**src/rtl/rsync_pkg.sv**
```systemverilog
`timescale 1ns/1ps
package rsync_pkg;

   // Field positions inside the write word
   localparam int unsigned CTL_RUN      = 0;
   localparam int unsigned CTL_LINK     = 1;
   localparam int unsigned CTL_FEN      = 2;
   localparam int unsigned CTL_MODE_LSB = 3;

   // Channel reached after stepping back `hops` positions around a ring of `cnt`
   function automatic int unsigned ring_back(input int unsigned chan,
                                             input int unsigned hops,
                                             input int unsigned cnt);
      return (chan + cnt - (hops % cnt)) % cnt;
   endfunction

endpackage

```
**src/rtl/rsync_chain_resolve.sv**
```systemverilog
`timescale 1ns/1ps
// Finds, for each channel, the nearest unlinked channel behind it in the ring.
module rsync_chain_resolve #(
   parameter int CH = 3,
   parameter int IW = 2
) (
   input  logic [CH-1:0] link,
   output logic [IW-1:0] mst_idx [CH],
   output logic [CH-1:0] mst_ok
);
   import rsync_pkg::*;

   for (genvar n = 0; n < CH; n++) begin : g_walk
      logic found;
      int unsigned sel;
      always_comb begin
         found = 1'b0;
         sel   = 0;
         for (int k = 0; k < CH; k++) begin
            if (!found && !link[ring_back(n, k, CH)]) begin
               found = 1'b1;
               sel   = ring_back(n, k, CH);
            end
         end
      end
      assign mst_ok[n]  = found;
      assign mst_idx[n] = IW'(sel);
   end

endmodule

```
**src/rtl/rsync_fault_route.sv**
```systemverilog
`timescale 1ns/1ps
// Turns qualified stop faults into run-bit clears aimed at each group's master.
module rsync_fault_route #(
   parameter int CH   = 3,
   parameter int IW   = 2,
   parameter int MW   = 3,
   parameter int STOP = 7
) (
   input  logic [CH-1:0] fault_in,
   input  logic [CH-1:0] fen,
   input  logic [MW-1:0] mode [CH],
   input  logic [IW-1:0] mst_idx [CH],
   input  logic [CH-1:0] mst_ok,
   output logic [CH-1:0] clr
);
   logic [CH-1:0] stop_hit;

   for (genvar c = 0; c < CH; c++) begin : g_qual
      assign stop_hit[c] = fault_in[c] & fen[c] & (mode[c] == MW'(STOP));
   end

   for (genvar t = 0; t < CH; t++) begin : g_target
      always_comb begin
         clr[t] = 1'b0;
         for (int c = 0; c < CH; c++) begin
            if (stop_hit[c] && mst_ok[c] && (mst_idx[c] == IW'(t)))
               clr[t] = 1'b1;
         end
      end
   end

endmodule

```
**src/rtl/rsync_ctrl_regs.sv**
```systemverilog
`timescale 1ns/1ps
// Per-channel field storage with next-state outputs.
module rsync_ctrl_regs #(
   parameter int CH = 3,
   parameter int IW = 2,
   parameter int MW = 3,
   parameter int CW = MW + 3
) (
   input  logic          clk,
   input  logic          rst_n,
   input  logic          wr_en,
   input  logic [IW-1:0] wr_idx,
   input  logic [CW-1:0] wr_data,
   input  logic [CH-1:0] clr,
   output logic [CH-1:0] run_q,
   output logic [CH-1:0] link_q,
   output logic [CH-1:0] fen_q,
   output logic [MW-1:0] mode_q [CH],
   output logic [CH-1:0] run_d,
   output logic [CH-1:0] link_d
);
   import rsync_pkg::*;

   for (genvar n = 0; n < CH; n++) begin : g_chan
      logic          hit;
      logic          run_r, link_r, fen_r;
      logic [MW-1:0] mode_r;

      assign hit       = wr_en && (wr_idx == IW'(n));
      assign run_d[n]  = clr[n] ? 1'b0 : (hit ? wr_data[CTL_RUN] : run_r);
      assign link_d[n] = hit ? wr_data[CTL_LINK] : link_r;

      always_ff @(posedge clk or negedge rst_n) begin
         if (!rst_n) begin
            run_r  <= 1'b0;
            link_r <= 1'b0;
            fen_r  <= 1'b0;
            mode_r <= '0;
         end else begin
            run_r  <= run_d[n];
            link_r <= link_d[n];
            if (hit) begin
               fen_r  <= wr_data[CTL_FEN];
               mode_r <= wr_data[CTL_MODE_LSB +: MW];
            end
         end
      end

      assign run_q[n]  = run_r;
      assign link_q[n] = link_r;
      assign fen_q[n]  = fen_r;
      assign mode_q[n] = mode_r;
   end

endmodule

```
**src/rtl/rsync_ring.sv**
```systemverilog
`timescale 1ns/1ps
module rsync_ring #(
   parameter int CHANNELS  = 3,
   parameter int MODE_W    = 3,
   parameter int STOP_MODE = 7,
   parameter int IDX_W     = (CHANNELS > 1) ? $clog2(CHANNELS) : 1,
   parameter int CTL_W     = MODE_W + 3
) (
   input  logic                clk,
   input  logic                rst_n,
   input  logic                wr_en,
   input  logic [IDX_W-1:0]    wr_idx,
   input  logic [CTL_W-1:0]    wr_data,
   input  logic [IDX_W-1:0]    rd_idx,
   output logic                rd_run,
   input  logic [CHANNELS-1:0] fault_in,
   output logic [CHANNELS-1:0] run_out,
   output logic                cfg_err
);

   // Elaboration-time parameter checks
   if (CHANNELS < 2) begin : g_bad_ch
      $error("rsync_ring: CHANNELS must be at least 2");
   end
   if (MODE_W < 1 || STOP_MODE < 0 || STOP_MODE >= (1 << MODE_W)) begin : g_bad_mode
      $error("rsync_ring: STOP_MODE does not fit in MODE_W bits");
   end
   if ((1 << IDX_W) < CHANNELS) begin : g_bad_idx
      $error("rsync_ring: IDX_W too narrow for CHANNELS");
   end
   if (CTL_W != MODE_W + 3) begin : g_bad_ctl
      $error("rsync_ring: CTL_W must equal MODE_W + 3");
   end

   logic [CHANNELS-1:0] run_q, link_q, fen_q, run_d, link_d, clr;
   logic [MODE_W-1:0]   mode_q [CHANNELS];
   logic [IDX_W-1:0]    mst_idx_q [CHANNELS];
   logic [IDX_W-1:0]    mst_idx_d [CHANNELS];
   logic [CHANNELS-1:0] mst_ok_q, mst_ok_d, eff_d;
   logic [CHANNELS-1:0] run_out_q;
   logic                cfg_err_q;

   rsync_ctrl_regs #(.CH(CHANNELS), .IW(IDX_W), .MW(MODE_W), .CW(CTL_W)) u_regs (
      .clk(clk), .rst_n(rst_n), .wr_en(wr_en), .wr_idx(wr_idx), .wr_data(wr_data),
      .clr(clr), .run_q(run_q), .link_q(link_q), .fen_q(fen_q), .mode_q(mode_q),
      .run_d(run_d), .link_d(link_d)
   );

   // Group heads under the present linkage: used to aim faults
   rsync_chain_resolve #(.CH(CHANNELS), .IW(IDX_W)) u_res_now (
      .link(link_q), .mst_idx(mst_idx_q), .mst_ok(mst_ok_q)
   );

   rsync_fault_route #(.CH(CHANNELS), .IW(IDX_W), .MW(MODE_W), .STOP(STOP_MODE)) u_route (
      .fault_in(fault_in), .fen(fen_q), .mode(mode_q),
      .mst_idx(mst_idx_q), .mst_ok(mst_ok_q), .clr(clr)
   );

   // Group heads under the linkage being stored: registered outputs carry no hop lag
   rsync_chain_resolve #(.CH(CHANNELS), .IW(IDX_W)) u_res_next (
      .link(link_d), .mst_idx(mst_idx_d), .mst_ok(mst_ok_d)
   );

   for (genvar n = 0; n < CHANNELS; n++) begin : g_eff
      assign eff_d[n] = mst_ok_d[n] & run_d[mst_idx_d[n]];
   end

   always_ff @(posedge clk or negedge rst_n) begin
      if (!rst_n) begin
         run_out_q <= '0;
         cfg_err_q <= 1'b0;
      end else begin
         run_out_q <= eff_d;
         cfg_err_q <= ~|mst_ok_d;
      end
   end

   assign run_out = run_out_q;
   assign cfg_err = cfg_err_q;

   always_comb begin
      rd_run = 1'b0;
      for (int n = 0; n < CHANNELS; n++) begin
         if (rd_idx == IDX_W'(n)) rd_run = run_q[n];
      end
   end

endmodule

```
**config.mk**
```make
export PLATFORM = sky130hd
export DESIGN_NAME = rsync_ring
export DESIGN_NICKNAME = d
export VERILOG_FILES = /design/src/rtl/rsync_pkg.sv /design/src/rtl/rsync_chain_resolve.sv /design/src/rtl/rsync_fault_route.sv /design/src/rtl/rsync_ctrl_regs.sv /design/src/rtl/rsync_ring.sv
export SDC_FILE = /design/constraint.sdc
export NUM_CORES = 1
export LEC_CHECK = 0
export BUFFER_PORTS_ARGS = -buffer_cell sky130_fd_sc_hd__buf_2
export CORE_UTILIZATION = 55
export CTS_BUF_LIST = sky130_fd_sc_hd__clkbuf_4 sky130_fd_sc_hd__clkbuf_8 sky130_fd_sc_hd__clkbuf_16
export DETAILED_ROUTE_END_ITERATION = 10
export GPL_TIMING_DRIVEN = 1
export PLACE_DENSITY = 0.8
export SKIP_CTS_REPAIR_TIMING = 1
export SLEW_MARGIN = 10
export SYNTH_ARGS = -nofsm -noshare
export SYNTH_HDL_FRONTEND = slang
export SYNTH_SLANG_ARGS = --single-unit
```
**constraint.sdc**
```tcl
create_clock -name clk -period 2.64 [get_ports clk]
set_clock_uncertainty 0.2 [all_clocks]
set_input_delay 0.132 -clock clk [delete_from_list [all_inputs] [get_ports clk]]
set_output_delay 0.132 -clock clk [all_outputs]
set_load 0.02 [all_outputs]
```
## Yosys cells after proc, flatten, opt, wreduce, memory -nomap -nowiden

Index checks and enable logic that the tools add are counted.

| storage, ports and cells | value |
|---|---|
| bits in registers | 22 |
| input port bits | 16 |
| output and inout bits | 5 |
| word-level logic and storage cells | 146 |

| cells by class | value |
|---|---|
| $lt $le $gt $ge | 3 |
| equality and inequality tests | 13 |
| mux-type cells | 61 |
| bitwise logic cells | 9 |
| reduce and logical (&&, ||, !) cells | 46 |

Operators by type and width:

| kind | number |
|---|---|
| two-way mux 1 bit | 46 |
| logical AND 1 bit | 27 |
| two-way mux 2 bit | 12 |
| logical NOT 1 bit | 13 |
| equality test 2 x 1 -> 1 bit, second input constant | 5 |
| equality test 2 bit, second input constant | 5 |
| logical NOT 2 bit | 5 |
| AND 1 bit | 9 |
| equality test 3 bit, second input constant | 3 |
| less-than comparator 2 x 3 -> 1 bit, second input constant | 3 |
| binary-select mux 1 bit (select 2 bit) | 3 |
| OR reduction 3 bit | 1 |

## Logic depth before layout (Yosys ltp)

| logic depth | value |
|---|---|
| depth after elaboration | 15 |
| depth in mapped cells | 6 |
| depth with buffers taken out | 6 |

## Modules after synthesis

A second synthesis with hierarchy kept.

| second synthesis, totals | value |
|---|---|
| cell total of the unflattened synthesis | 119 |
| area, all modules | 1318.8 um^2 |

Modules (own cells, without submodules):

| module | instances | cells an instance | area each (um^2) | seq. area each (um^2) |
|---|---|---|---|---|
| rsync_ctrl_regs | 1 | 55 | 802.0 | 450.4 |
| rsync_ring | 1 | 20 | 217.7 | 100.1 |
| rsync_chain_resolve | 2 | 12 | 75.1 | 0.0 |
| rsync_fault_route | 1 | 20 | 148.9 | 0.0 |

## Worst setup path before layout

OpenSTA, ideal clock, no wires.

| timing path | value |
|---|---|
| path kind | reg-to-reg |
| from | register u_regs.g_chan[1].mode_r[1] |
| to | register run_out_q[2] (netlist: run_out[2]) |
| setup time | 0.082 ns |
| data arrival time | 1.222 ns |
| data required time | 2.358 ns |
| path slack | 1.136 ns |
| stages on the path, launching flop included | 6 |
| path buffers | 0 |
| period minus slack after synthesis | 1.504 ns |
| cells stage by stage | dfrtp_1 nand4_1 o22ai_1 a221oi_1 nand2_1 a31oi_1 |

| between the ends | value |
|---|---|
| word-level cells in the longest chain between the ends | 10 |
| elaborated cells on any way between the ends | 18 |
| classes of those cells | 1 x eq/ne; 11 x mux; 2 x bitwise; 4 x reduce/logical |

RTL lines:

| element | RTL line | RTL |
|---|---|---|
| from (decl) | rsync_ctrl_regs.sv:27 | `logic [MW-1:0] mode_r;` |
| from (signal assigned) | rsync_ctrl_regs.sv:44 | `mode_r <= wr_data[CTL_MODE_LSB +: MW];` |
| equality test 3 bit | rsync_fault_route.sv:19 | `assign stop_hit[c] = fault_in[c] & fen[c] & (mode[c] == MW'(STOP));` |
| AND 1 bit | rsync_fault_route.sv:19 |  |
| logical AND 1 bit (2 in series) | rsync_fault_route.sv:26 | `if (stop_hit[c] && mst_ok[c] && (mst_idx[c] == IW'(t)))` |
| two-way mux 1 bit (2 in series) | rsync_fault_route.sv:26 |  |
| two-way mux 1 bit | rsync_ctrl_regs.sv:30 | `assign run_d[n] = clr[n] ? 1'b0 : (hit ? wr_data[CTL_RUN] : run_r);` |
| via run_d[1] | rsync_ring.sv:35 | `logic [CHANNELS-1:0] run_q, link_q, fen_q, run_d, link_d, clr;` |
| binary-select mux 1 bit (select 2 bit) | rsync_ring.sv:65 | `assign eff_d[n] = mst_ok_d[n] & run_d[mst_idx_d[n]];` |
| two-way mux 1 bit (implied by the code) | rsync_ring.sv:65 |  |
| AND 1 bit | rsync_ring.sv:65 |  |
| via eff_d[2] | rsync_ring.sv:39 | `logic [CHANNELS-1:0] mst_ok_q, mst_ok_d, eff_d;` |
| to (signal assigned) | rsync_ring.sv:70 | `run_out_q <= '0;` |
| to (signal assigned) | rsync_ring.sv:73 | `run_out_q <= eff_d;` |
| to (decl) | rsync_ring.sv:40 | `logic [CHANNELS-1:0] run_out_q;` |

The timed path passes the listed nets, and every way through them passes these cells. The select of a mux whose other input is x is not followed.
A chain may end at the register's enable or synchronous reset.

## Final worst setup path

| timing path | value |
|---|---|
| from | register u_regs.g_chan[1].mode_r[0] |
| to | register run_out_q[2] (netlist: run_out[2]) |

The elaborated chain is that of the path after synthesis.

==> flow_metrics.tcl <==
set metrics [dict create \
    drcViolationCount 0 \
    routabilityCongestion 0.732 \
    drt-initial-drc-count 19 \
    yosysTopAreaCell "dfrtp_1" \
    hold_violations 0 \
    r2r_cells 5 \
    clock_power_share 0.172 \
    n_fill_cell 127 \
    drive_above_1_share 0.361 \
    async_flop_share 1.00 \
    clk_latency_ps 300 \
    antenna_found_initial 0 \
    maxCapViolCount 0 \
    ys_ff_latch 22 \
    r2r-start "u_regs.g_chan[1].mode_r[0]" \
    synth-edff-count 0 \
    synth_top_cells_by_count "dfrtp_1 (22), mux2_2 (12), inv_1 (7), mux2i_1 (7), nand2_1 (5)" \
    synthXorXnorAreaFrac 0 \
    hp-class "in -> reg" \
    ir_worst_vdd_mv 0.427 \
    crit_family "compound AO/OA/AOI/OAI gates" \
    synth_area_per_cell_sq_um 12.5 \
    critPathLaunch "u_regs.g_chan[1].mode_r[0]" \
    synth_area_leaders "dfrtp_1 (55%), mux2_2 (13%), mux2i_1 (7.0%), a221oi_4 (2.6%), inv_1 (2.6%)" \
    critPathRequiredTime_ps 2670 \
    synth_adder_area_share 0 \
    arrival_ps 1770 \
    drtAntennaViolNets 0 \
    cts.sinks 22 \
    internal_power_uw 570 \
    slew_viol_final 0 \
    synth_fp_nets 96 \
    synth-simple-area-share 0.132 \
    grt-ovfl-total 0 \
    initial_utilization 0.586 \
    final_area_sq_um 1200 \
    synthFlopType "dfrtp_1" \
    grt_first_pass_wirelength_um 3260 \
    critPathMaxFanout 3 \
    num_antenna_cells 0 \
    timing.fmax_mhz 573 \
    fin_crit_sh 0.661 \
    crit_type "reg -> reg" \
    cts-root-buf "clkbuf_4" \
    grt_pass1_vias 717 \
    drt_wl_total_um 2030 \
    synth_top_area_frac 0.550 \
    setup_viol 0 \
    cts_inserted_buffers 3 \
    cp-end-kind "flop" \
    tns_ps 0 \
    cts_tree "done" \
    seq_power_share 0.535 \
    hpwl_um 1470 \
    ys_types 24 \
    syn_to_final_growth_pct 20.4 \
    die_x_um 44.7 \
    start_kind "flop" \
    timing.final.crit_period_ps 1740 \
    critPathSlowestCell "a221oi_1" \
    rows 15 \
    crit_buf_inv 0 \
    yosysMostFrequentCell "dfrtp_1" \
    max_slew_margin 0.633 \
    io_buffers 20 \
    crit_end "run_out[2]" \
    yosysSeqAreaShare 0.550 \
    power-per-cell-area_nw_per_um2 701 \
    synth-compound-area-share 0.0863 \
    p_sw_frac 0.325 \
    clk_pin_slew_ps 110 \
    crit_cells 5 \
    clock_path_buffers 2 \
    ff2ff_setup_slack_ps 900 \
    synthMuxAreaShare 0.205 \
    cp_cell_sequence "nand4_1 -> o22ai_1 -> a221oi_1 -> nand2_1 -> a31oi_1" \
    vias_per_cell 5.56 \
    worstMarginPinSlew_ps 535 \
    synth_cells 80 \
    p_comb_frac 0.293 \
    die-area_sq_um 1990 \
    firstDrtPassIters 4 \
    htree_levels 1 \
    placeableCoreArea_sq_um 1710 \
    grt_use_total 0.233 \
    reg2reg_to "run_out[2]" \
    nets 126 \
    p_switching_uw 275 \
    yosysWarningCount 0 \
    ios 21 \
    max_stage_delay_ps 480 \
    rsz0062_at_grt "no" \
    synth_top_family_by_area "multiplexers" \
    vias 739 \
    status "finished clean" \
    grt_max_degree 23 \
    die_height_um 44.7 \
    wl_per_cell_um 15.2 \
    leakage_nw 0.580 \
    place_area_sq_um 1130 \
    syn-cell-area_sq_um 1000 \
]
[flip-flops by register name, indices dropped and copies added (netlist names)]
signal,cells
cfg_err,1
run_out,3
u_regs.g_chan.fen_r,3
u_regs.g_chan.link_r,3
u_regs.g_chan.mode_r,9
u_regs.g_chan.run_r,3
[cell usage in the layout, fill, tap and decap left out, types with 2 or more instances in the layout]
cell type       n
o22ai_1         2
dlygate4sd3_1   5
buf_2          20
mux2i_1         7
nand2_1         5
nor2_1          4
nand4_1         2
clkbuf_4        3
mux2_2         12
nand3_1         2
inv_1           7
dfrtp_1        22
nor3_1          3
[cells by family (layout without fill, tap and decap cells)]
family,Yosys count,count (layout)
AO/OA/AOI/OAI,10,10
buffers and inverters,7,35
AND/OR/NAND/NOR,22,22
flip-flops,22,22
multiplexers,19,19
[worst min-delay path by stage]
stage | start | end | depth (start not counted)
finish | wr_data[1] | u_regs.g_chan[1].link_r | 3
detailed placement | rst_n | run_out[2] | 1
global route | wr_data[1] | u_regs.g_chan[1].link_r | 3
floorplan | rst_n | cfg_err | 0
CTS | rst_n | u_regs.g_chan[1].run_r | 1
global placement | rst_n | run_out[2] | 1
[stage by stage]
stage	util	total power, mW	setup WS (ps)	hold slack, ps	instances
3_5_place_dp	0.663	0.696	730	-89.0	125
6_report	0.705	0.845	895	60.9	133
3_3_place_gp	0.663	0.681	899	-91.1	125
5_1_grt	0.705	0.897	818	68.3	133
4_1_cts	0.676	0.838	884	-417	128
2_1_floorplan	-	0.615	1140	-364	80
[layout make-up]
class | count | area, sq um | share of cell area
Sequential cell | 22 | 551 | 0.457
Inverter | 7 | 26.3 | 0.0218
Multi-Input combinational cell | 51 | 424 | 0.352
Tap cell | 25 | 31.3 | 0.0260
Clock buffer | 3 | 22.5 | 0.0187
Timing Repair Buffer | 25 | 150 | 0.125
[per-layer routing]
metal | wire length [um] | track usage
met1 | 886 | 0.293
met2 | 1030 | 0.391
met3 | 58 | 0.0286
met4 | 48 | 0.127
met5 | 0 | 0
[power by group through the flow]
stage                     registers [mW]  logic, mW  clock network (mW)
after detailed placement           0.458      0.238                   0
after global routing               0.459      0.272               0.166
after floorplan                    0.473      0.142                   0
after CTS                          0.451      0.241               0.145
after global placement             0.452      0.229                   0
final                              0.452      0.248               0.145
[tightest hold or removal path: stages]
cell and delay [ps]:
buf_2 110, mux2i_1 110, inv_1 160
Note: power is estimated with default switching activity, not from simulation.
